==> config.mk <==
export PLATFORM = sky130hd
export DESIGN_NAME = mem_reclaim_remap
export DESIGN_NICKNAME = d
export VERILOG_FILES = /design/src/rtl/mrr_pkg.sv /design/src/rtl/mrr_cfg_regs.sv /design/src/rtl/mrr_decode.sv /design/src/rtl/mem_reclaim_remap.sv
export SDC_FILE = /design/constraint.sdc
export NUM_CORES = 1
export LEC_CHECK = 0
export BUFFER_PORTS_ARGS = -buffer_cell sky130_fd_sc_hd__buf_2
export CAP_MARGIN = 10
export CORE_MARGIN = 10
export CORE_UTILIZATION = 25
export CTS_BUF_LIST = sky130_fd_sc_hd__clkbuf_8
export DETAILED_ROUTE_END_ITERATION = 16
export PLACE_DENSITY = 0.4
export SLEW_MARGIN = 20
export SYNTH_ARGS = -nofsm -noshare
export SYNTH_HDL_FRONTEND = slang
export SYNTH_SLANG_ARGS = --single-unit
==> constraint.sdc <==
create_clock -name clk -period 8 [get_ports clk]
set_clock_uncertainty 0.2 [all_clocks]
set_input_delay 2.4 -clock clk [delete_from_list [all_inputs] [get_ports clk]]
set_output_delay 2.4 -clock clk [all_outputs]
set_load 0.1 [all_outputs]
==> src/rtl/mrr_pkg.sv <==
package mrr_pkg;
  localparam int AW       = 33;  // logical address width (8 GB)
  localparam int LT_LSB   = 20;  // 1 MB granularity
  localparam int LT_MSB   = 31;  // low top stays below 4 GB
  localparam int WIN_LSB  = 26;  // 64 MB granularity
  localparam int HOLE_BIT = 32;  // 4 GB boundary

  typedef logic [AW-1:0] addr_t;

  typedef enum logic [2:0] {
    RG_LOW     = 3'd0,
    RG_HOLE    = 3'd1,
    RG_WIN     = 3'd2,
    RG_WIN_OVF = 3'd3,
    RG_UPPER   = 3'd4,
    RG_NONE    = 3'd5
  } region_e;

  localparam addr_t BOUNDARY = addr_t'(1) << HOLE_BIT;

  // remapped target: offset into the window added to the low top, one bit wider
  function automatic logic [AW:0] remap_target(addr_t a, addr_t win_lo, addr_t low_top);
    return ({1'b0, a} - {1'b0, win_lo}) + {1'b0, low_top};
  endfunction

  function automatic logic region_is_dram(region_e r);
    return (r == RG_LOW) || (r == RG_WIN) || (r == RG_UPPER);
  endfunction

  function automatic logic region_is_mmio(region_e r);
    return (r == RG_HOLE) || (r == RG_WIN_OVF) || (r == RG_NONE);
  endfunction
endpackage

==> src/rtl/mrr_cfg_regs.sv <==
module mrr_cfg_regs
  import mrr_pkg::*;
#(
  parameter int W    = AW,
  parameter int LTL  = LT_LSB,
  parameter int LTM  = LT_MSB,
  parameter int WNL  = WIN_LSB
) (
  input  logic         clk,
  input  logic         rst_n,
  input  logic         wr_en,
  input  logic [2:0]   wr_sel,
  input  logic [W-1:0] wr_data,
  output logic [W-1:0] low_a,
  output logic [W-1:0] up_a,
  output logic [W-1:0] win_lo_a,
  output logic [W-1:0] win_hi_a,
  output logic         rcl_en,
  output logic         cfg_err
);
  localparam int LT_W  = LTM - LTL + 1;
  localparam int UT_W  = W - LTL;
  localparam int WN_W  = W - WNL;
  localparam int PAD_W = W - 1 - LTM;
  localparam int SUB_W = WNL - LTL;

  logic [LT_W-1:0] lt_q;
  logic [UT_W-1:0] ut_q;
  logic [WN_W-1:0] wb_q;
  logic [WN_W-1:0] wl_q;
  logic            en_q;

  always_ff @(posedge clk or negedge rst_n) begin
    if (!rst_n) begin
      lt_q <= '0;
      ut_q <= '0;
      wb_q <= '0;
      wl_q <= '0;
      en_q <= 1'b0;
    end else if (wr_en) begin
      case (wr_sel)
        3'd0:    lt_q <= wr_data[LTM:LTL];
        3'd1:    ut_q <= wr_data[W-1:LTL];
        3'd2:    wb_q <= wr_data[W-1:WNL];
        3'd3:    wl_q <= wr_data[W-1:WNL];
        3'd4:    en_q <= wr_data[0];
        default: ;
      endcase
    end
  end

  logic unused_data;
  assign unused_data = ^wr_data[LTL-1:1];

  assign low_a    = {{PAD_W{1'b0}}, lt_q, {LTL{1'b0}}};
  assign up_a     = {ut_q, {LTL{1'b0}}};
  assign win_lo_a = {wb_q, {WNL{1'b0}}};
  assign win_hi_a = {wl_q, {WNL{1'b1}}};
  assign rcl_en   = en_q;
  assign cfg_err  = en_q && (lt_q[SUB_W-1:0] != '0);
endmodule

==> src/rtl/mrr_decode.sv <==
module mrr_decode
  import mrr_pkg::*;
(
  input  addr_t   addr,
  input  addr_t   low_a,
  input  addr_t   up_a,
  input  addr_t   win_lo_a,
  input  addr_t   win_hi_a,
  input  logic    remap_ok,
  output region_e region,
  output addr_t   phys
);
  logic          below_low;
  logic          below_bound;
  logic          in_win;
  logic          in_upper;
  logic [AW:0]   target;
  logic          target_fits;

  assign below_low   = addr < low_a;
  assign below_bound = addr < BOUNDARY;
  assign in_win      = remap_ok && (addr >= win_lo_a) && (addr <= win_hi_a);
  assign in_upper    = (addr < up_a);
  assign target      = remap_target(addr, win_lo_a, low_a);
  assign target_fits = target < {1'b0, BOUNDARY};

  always_comb begin
    region = RG_NONE;
    phys   = addr;
    if (below_low) begin
      region = RG_LOW;
    end else if (below_bound) begin
      region = RG_HOLE;
    end else if (in_win) begin
      if (target_fits) begin
        region = RG_WIN;
        phys   = target[AW-1:0];
      end else begin
        region = RG_WIN_OVF;
      end
    end else if (in_upper) begin
      region = RG_UPPER;
    end
  end
endmodule

==> src/rtl/mem_reclaim_remap.sv <==
module mem_reclaim_remap
  import mrr_pkg::*;
(
  input  logic          clk,
  input  logic          rst_n,
  input  logic          wr_en,
  input  logic [2:0]    wr_sel,
  input  logic [AW-1:0] wr_data,
  input  logic [AW-1:0] addr,
  output logic [AW-1:0] phys_addr,
  output logic          dram_hit,
  output logic          mmio_hit,
  output logic          cfg_err
);
  addr_t   low_a, up_a, win_lo_a, win_hi_a;
  logic    rcl_en;
  logic    remap_ok;
  region_e region;

  mrr_cfg_regs u_regs (
    .clk      (clk),
    .rst_n    (rst_n),
    .wr_en    (wr_en),
    .wr_sel   (wr_sel),
    .wr_data  (wr_data),
    .low_a    (low_a),
    .up_a     (up_a),
    .win_lo_a (win_lo_a),
    .win_hi_a (win_hi_a),
    .rcl_en   (rcl_en),
    .cfg_err  (cfg_err)
  );

  assign remap_ok = rcl_en && !cfg_err;

  mrr_decode u_dec (
    .addr     (addr),
    .low_a    (low_a),
    .up_a     (up_a),
    .win_lo_a (win_lo_a),
    .win_hi_a (win_hi_a),
    .remap_ok (remap_ok),
    .region   (region),
    .phys     (phys_addr)
  );

  assign dram_hit = region_is_dram(region);
  assign mmio_hit = region_is_mmio(region);
endmodule

==> run summary, run 1 <==
* **post-placement cell count** 1,149
* **WP data arrival** 5.63 ns
* **root cell of the clock tree** sky130_fd_sc_hd__clkbuf_8
* **Synth Register Bits** 40
* **final layout net count** 1,076
* **startpoint class of the critical path** primary input
* **num rows** 53
* **Power Dens Cells** 185 mW/mm2
* **remaining antenna violation count after routing** 0
* **maximum level of the CTS H-tree** 2
* **number of DRC markers in iteration 0** 278
* **global-route wire length before repair** 30.3 mm
* **Vias per Instance** 4.64
* **reg-to-reg endpoint** u_regs.lt_q[4]
* **total number of vias** 5,431
* **die width** 167 um
* **HP Start** u_regs.wl_q[6]
* **path depth of the worst reg2reg path** 2
* **maximum net fanout on the critical path** 8
* **post-synthesis average cell area** 8.20 um2
* **leading cell types by count after synthesis** sky130_fd_sc_hd__ha_1 (103), sky130_fd_sc_hd__inv_1 (100), sky130_fd_sc_hd__nand2_1 (58), sky130_fd_sc_hd__o21ai_0 (56), sky130_fd_sc_hd__dfrtp_1 (40)
* **# Max-Cap Violations** 0
* **violated checks** setup timing
* **number of diodes** 0
* **die height** 167 um
* **CTS tree** done
* **number of max-slew violations in the final report** 0
* **top cells by area, synth** sky130_fd_sc_hd__ha_1 (24%), sky130_fd_sc_hd__dfrtp_1 (18%), sky130_fd_sc_hd__inv_1 (6.9%)
* **sequential-to-total area share from yosys stat** 0.184
* **vias in the first global route** 5,640
* **hold buffer count at CTS** 0
* **asr flop ratio synth** 1.00
* **Remaining DRCs** 0
* **combined global-route utilization of all metal layers** 0.131
* **Final HPWL DP** 16.2 mm
* **layout overhead on the synthesized area** 55.6%
* **Num CTS Buffers** 5
* **detail-routed net length per standard cell** 16.2 um
* **Hold Crit Class** register to register
* **highest clock rate** 0.121 GHz
* **Final Non-Filler Cells** 1,171
* **distinct cell type count of the synthesized netlist** 57
* **Num Clock Sinks** 40
* **routability cong.** 0.847
* **pin count of the biggest net entering global routing** 41
* **Synth top area share** 0.237
* **Initial Util** 0.256
* **Peak supply drop** 0.108 mV
* **count of final setup violators** 29
* **Hold WS** 0.313 ns
* **Clk Latency, worst-skew pair** 0.31 ns
* **Fin. Hold Viols** 0
* **Reg2Reg Launch Point** u_regs.lt_q[4]
* **time the final worst path needs with I/O delays and setup** 8.23 ns
* **Post-synth EDFFs** 0
* **most common flop cell mapped by yosys** sky130_fd_sc_hd__dfrtp_1
* **cell count after synthesis** 663
* **Synth warnings** 0
* **reg2reg setup slack** 6.97 ns
* **area enclosed by the die boundary** 0.0280 mm2
* **leading area contributor after synthesis** sky130_fd_sc_hd__ha_1
* **leftover overflow at the end of global routing** 0
* **Port-buffer cells** 88
* **Worst Tran Pin Value** 0.934 ns
* **total wire length after detailed routing** 19.0 mm
* **fill cell instance count of the final layout** 2,156
* **critical path data required time** 5.40 ns
* **Worst Setup SP** addr[29]
* **leakage component of the power** 4.13 nW
* **type of the worst setup path** primary input to output port
* **synthesized net count** 844
* **fraction of layout instances using a drive strength above 1** 0.369
* **status** finished with violations
* **portion of the clock cycle consumed by the worst path in the final layout** 1.03
* **crit path capture type** output port
* **final setup margin** -0.232 ns
* **DR pass1 iterations** 5
* **clock slew at the register clock pins of the worst setup and hold paths** 0.08 ns
* **area of the mapped netlist** 0.00544 mm2
* **initial antenna violation count** 0
* **remaining max-slew budget at the tightest pin** 0.375
* **buffers from clock root to sink, at most** 2
* **count leader, synth** sky130_fd_sc_hd__ha_1
* **CP Capture Point** phys_addr[10]
* **unrepaired setup endpoints after global routing** true
* **core outline area** 0.0212 mm2
* **number of top-level design ports** 108
-- logic make-up after synthesis --
kind of cell	count (synthesis)	synth area share
mux	39	0.0799
fa+ha+maj	109	0.259
simple gates	165	0.156
xor+xnor	28	0.0465
buf+inv	121	0.0877
compound gates	161	0.187
flops	40	0.184
-- power by group --
part | internal [mW] | switching (mW) | total [mW]
logic | 0.512 | 0.621 | 1.13
registers | 0.244 | 0.0195 | 0.264
clock network | 0.0924 | 0.0796 | 0.172
-- final cells by class --
cell class	instances	area, um2	area share
multi-input cells	502	4410	0.521
repair buffers	246	2200	0.260
flip-flops and latches	40	1000	0.118
inverters	100	389	0.0460
well taps	275	344	0.0407
clock buffers	5	68.8	0.00813
clock inverters	3	42.5	0.00503
-- critical path, stage by stage --
cell and delay, ns:
sky130_fd_sc_hd__buf_2 0.09, sky130_fd_sc_hd__inv_1 0.06, sky130_fd_sc_hd__fa_1 0.53, sky130_fd_sc_hd__inv_1 0.04, sky130_fd_sc_hd__ha_1 0.35, sky130_fd_sc_hd__and3_4 0.20, sky130_fd_sc_hd__a32o_2 0.24, sky130_fd_sc_hd__nor2_2 0.10
sky130_fd_sc_hd__o21ai_2 0.09, sky130_fd_sc_hd__a21oi_4 0.17, sky130_fd_sc_hd__xor2_2 0.12, sky130_fd_sc_hd__nor4b_4 0.28, sky130_fd_sc_hd__buf_4 0.17, sky130_fd_sc_hd__buf_12 0.14, sky130_fd_sc_hd__buf_12 0.16, sky130_fd_sc_hd__mux2i_4 0.27
sky130_fd_sc_hd__buf_12 0.20
-- flip-flops by register name, indices dropped and copies added, names as in the netlist --
name,flops
u_regs.wl_q,7
u_regs.wb_q,7
u_regs.ut_q,13
u_regs.lt_q,12
u_regs.rcl_en,1
-- per-stage QoR --
stage          utilization  TNS [ns]  setup WS (ns)  power, mW  area, um2
3_5_place_dp         0.375    -14.06         -0.532       1.31       7960
3_3_place_gp         0.375    -12.94         -0.484       1.30       7960
4_1_cts              0.396     -8.76         -0.354       1.57       8410
2_1_floorplan            -     -5.78         -0.300      0.936       5780
5_1_grt              0.399     -9.32         -0.360       1.69       8460
6_report             0.399     -5.63         -0.232       1.57       8460
-- layer usage --
metal | track usage | routed length (um)
met1 | 0.179 | 9390
met2 | 0.215 | 8770
met3 | 0.0194 | 728
met4 | 0.0223 | 117
met5 | 0 | 0
-- how the worst min path moves through the flow --
stage | endpoint | slack (ns) | cells after the start
after global routing | u_regs.wl_q[4] | 0.35 | 1
after CTS | u_regs.wl_q[6] | 0.32 | 1
after global placement | u_regs.wl_q[0] | 0.29 | 1
after detailed placement | u_regs.wl_q[6] | 0.30 | 1
final | u_regs.wl_q[6] | 0.31 | 1
after floorplan | u_regs.wl_q[0] | 0.28 | 1
-- placed cells by master, fill, tap and decap left out, drive strengths merged, types with 4 or more instances in the layout --
cell type,synthesis,final
buf,5,245
o21bai,5,5
and3,6,6
nand4,16,16
fa,6,6
o21a,4,4
xor2,11,11
nand3,11,11
xnor2,17,17
a21o,21,21
nor2b,12,12
a21oi,39,39
ha,103,103
a211oi,5,5
nand2b,8,8
clkbuf,16,6
mux2i,22,22
a31oi,4,4
nor3,10,10
a221oi,4,4
dfrtp,40,40
nor4,4,4
o21ai,56,56
inv,100,99
nor2,24,24
and2,4,4
mux2,17,17
a311oi,4,4
nand2,58,58
-- repair_timing --
action	in CTS	in global routing
gates cloned	1	0
pin swaps	23	6
gates resized for setup	58	4
setup endpoints to repair	31	31
buffers inserted	9	5
(Power assumes the default switching activity.)
==> run 2: changes to the inputs <==
==> constraint.sdc (replaced) <==
create_clock -name clk -period 8 [get_ports clk]
set_clock_uncertainty 0.2 [all_clocks]
set_input_delay 2.4 -clock clk [delete_from_list [all_inputs] [get_ports clk]]
set_output_delay 2.4 -clock clk [all_outputs]
set_load 0.005 [all_outputs]
==> run 2 against run 1 <==
  * The flow still finishes with violations (setup timing)
  * Power decreased by 14%
  * Non-clock buffer count is 60 lower
  * Wire length shrank 4.7%
  * Global-route usage down 0.36 points
  * Register-to-register slack about the same
  * Worst setup slack gained 0.16 ns
  * Hold slack got worse by 0.0019 ns
  * Fmax grew 2.0%
  * Final area fell by 12%
  * Sequential cell count stayed put
  * Cell count fell by 5.1%
  * Sequential share of layout area is 1.7 points higher
==> run summary, run 2 (synthesized netlist as in run 1, its figures left out) <==
* **status** finished with violations
* **violated checks** setup timing
* **initial antenna violation count** 0, unchanged
* **switch share** 0.424, -0.0347
* **total wire length after detailed routing** 18.1 mm, -4.7%
* **fraction of layout instances using a drive strength above 1** 0.306, -0.0632
* **Vias per Instance** 4.62, -0.42%
* **core outline area** 0.0212 mm2, unchanged
* **combined global-route utilization of all metal layers** 0.128, -0.00359
* **remaining max-slew budget at the tightest pin** 0.391, +0.0160
* **Initial Util** 0.256, unchanged
* **CTS tree** done
* **maximum level of the CTS H-tree** 2, unchanged
* **die width** 167 um, unchanged
* **final setup margin** -0.0684 ns, +0.164 ns
* **Hold WS** 0.311 ns, -0.00191 ns
* **Final HPWL DP** 15.3 mm, -5.5%
* **unrepaired setup endpoints after global routing** true
* **reg2reg setup slack** 6.97 ns, about the same
* **Worst Setup SP** addr[26]
* **leftover overflow at the end of global routing** 0, unchanged
* **clock slew at the register clock pins of the worst setup and hold paths** 0.08 ns, about the same
* **library cell appearing most often on the critical path** sky130_fd_sc_hd__buf_6
* **Port-buffer cells** 88, unchanged
* **number of flip-flops in the largest register** 13, unchanged
* **Hold Crit Class** register to register
* **final layout net count** 1,016, -5.6%
* **final design utilization** 0.349, -0.0497
* **Internal** 0.780 mW, -8.1%
* **largest registers** u_regs.ut_q x13, u_regs.lt_q x12
* **type of the worst setup path** primary input to output port
* **root cell of the clock tree** sky130_fd_sc_hd__clkbuf_8
* **Peak supply drop** 0.0858 mV, -20%
* **register name with the most flops** u_regs.ut_q
* **number of max-slew violations in the final report** 0, unchanged
* **delay of the slowest critical-path stage** 0.51 ns, -0.02 ns
* **Fin. Hold Viols** 0, unchanged
* **critical path data required time** 5.40 ns, about the same
* **Num CTS Buffers** 5, unchanged
* **DR pass1 iterations** 4, -1
* **commonest non-fill, non-tap cell in the layout** sky130_fd_sc_hd__ha_1
* **area enclosed by the die boundary** 0.0280 mm2, unchanged
* **count of final setup violators** 12, -59%
* **P_sw** 0.575 mW, -20%
* **crit path capture type** output port
* **routability cong.** 0.841, -0.70%
* **pin count of the biggest net entering global routing** 41, unchanged
* **Setup TNS** -0.473 ns, +5.16 ns
* **remaining antenna violation count after routing** 0, unchanged
* **hold buffer count at CTS** 0, unchanged
* **global-route wire length before repair** 29.6 mm, -2.1%
* **total number of vias** 5,131, -5.5%
* **kind of cell with the highest combined delay on the critical path** adder cells
* **highest clock rate** 0.124 GHz, +2.0%
* **buffers from clock root to sink, at most** 2, unchanged
* **# Max-Cap Violations** 0, unchanged
* **fraction of power consumed by the clock network** 0.125, +0.015
* **number of DRC markers in iteration 0** 209, -25%
* **vias in the first global route** 5,395, -4.3%
* **layout overhead on the synthesized area** 36.2%
* **num rows** 53, unchanged
* **most frequent cells in the layout** sky130_fd_sc_hd__ha_1 (96), sky130_fd_sc_hd__inv_1 (91), sky130_fd_sc_hd__buf_4 (88)
* **worst-path cell chain** buf_6 > inv_4 > fa_1 > inv_2 > ha_4 > and4_4 > and3_4 > a32o_2 > nor2_2 > o21ai_2 > a21oi_2 > xor2_2 > nor4b_4 > buf_6 > buf_12 > buf_12 > mux2_4 > buf_6
* **portion of the clock cycle consumed by the worst path in the final layout** 1.01, -0.0205
* **number of diodes** 0, unchanged
* **Power Dens Cells** 183 mW/mm2, -1.3%
* **Worst Tran Pin Value** 0.914 ns, -0.0205 ns
* **startpoint class of the critical path** primary input
* **part of the total power dissipated in combinational logic** 0.681, -0.041
* **cell type of the slowest stage on the worst timing path** sky130_fd_sc_hd__fa_1
* **die height** 167 um, unchanged
* **WP data arrival** 5.47 ns, -0.16 ns
* **time the final worst path needs with I/O delays and setup** 8.07 ns, -0.164 ns
* **maximum net fanout on the critical path** 6, -2
* **post-place setup slack** -0.319 ns, +0.212 ns
* **detail-routed net length per standard cell** 16.3 um, +0.49%
* **number of top-level design ports** 108, unchanged
* **Clk Latency, worst-skew pair** 0.30 ns, about the same
* **leakage component of the power** 3.65 nW, -12%
* **Critical path buffers and inverters** 7, unchanged
* **Num Clock Sinks** 40, unchanged
* **sequential share of power** 0.195, +0.027
* **Reg2Reg Launch Point** u_regs.wb_q[0]
* **HP Start** u_regs.wl_q[5]
* **Remaining DRCs** 0, unchanged
-- run 2: metal layers --
layer	wire, um	global-route usage	vias to the layer above
li1	-	-	2636
met5	0	0	-
met2	8320	0.209	79
met3	601	0.0185	5
met1	9090	0.176	2411
met4	105	0.0182	0
-- run 2: what timing repair did --
| action | in CTS | in global routing |
|---|---|---|
| setup buffers | 8 | 2 |
| resized for setup | 51 | 29 |
| pin swaps | 17 | 20 |
| setup endpoints to repair | 30 | 31 |
| cloned | 3 | 0 |
-- run 2: layout make-up --
cell class	instances	area (um2)
multi-input cells	502	4190
fillers	2262	13800
flip-flops and latches	40	1000
well taps	275	344
repair buffers	186	1370
inverters	100	383
clock buffers	5	68.8
clock inverters	3	42.5
-- run 2: path summary, 6_finish.rpt --
check                                  end  cells after the start
max                          phys_addr[23]                     18
min                         u_regs.wl_q[5]                      1
max reg2reg                 u_regs.wb_q[0]                      1
min reg2reg                 u_regs.wl_q[5]                      1
max in group asynchronous   u_regs.ut_q[1]                      1
min in group asynchronous  u_regs.lt_q[10]                      1
-- run 2: stage by stage --
step           cell area (um2)  instances  power (mW)
2_1_floorplan             5440        663       0.773
3_3_place_gp              6790       1092        1.07
3_5_place_dp              6790       1092        1.08
4_1_cts                   7310       1111        1.33
5_1_grt                   7400       1111        1.49
6_report                  7400       1111        1.36
-- run 2: power by group through the flow --
stage                     registers, mW  clock network, mW  logic, mW
after floorplan                   0.261                  0      0.512
after global placement            0.266                  0      0.807
after detailed placement          0.268                  0      0.811
after CTS                         0.264              0.175      0.888
after global routing              0.269              0.184       1.04
final                             0.264              0.169      0.923
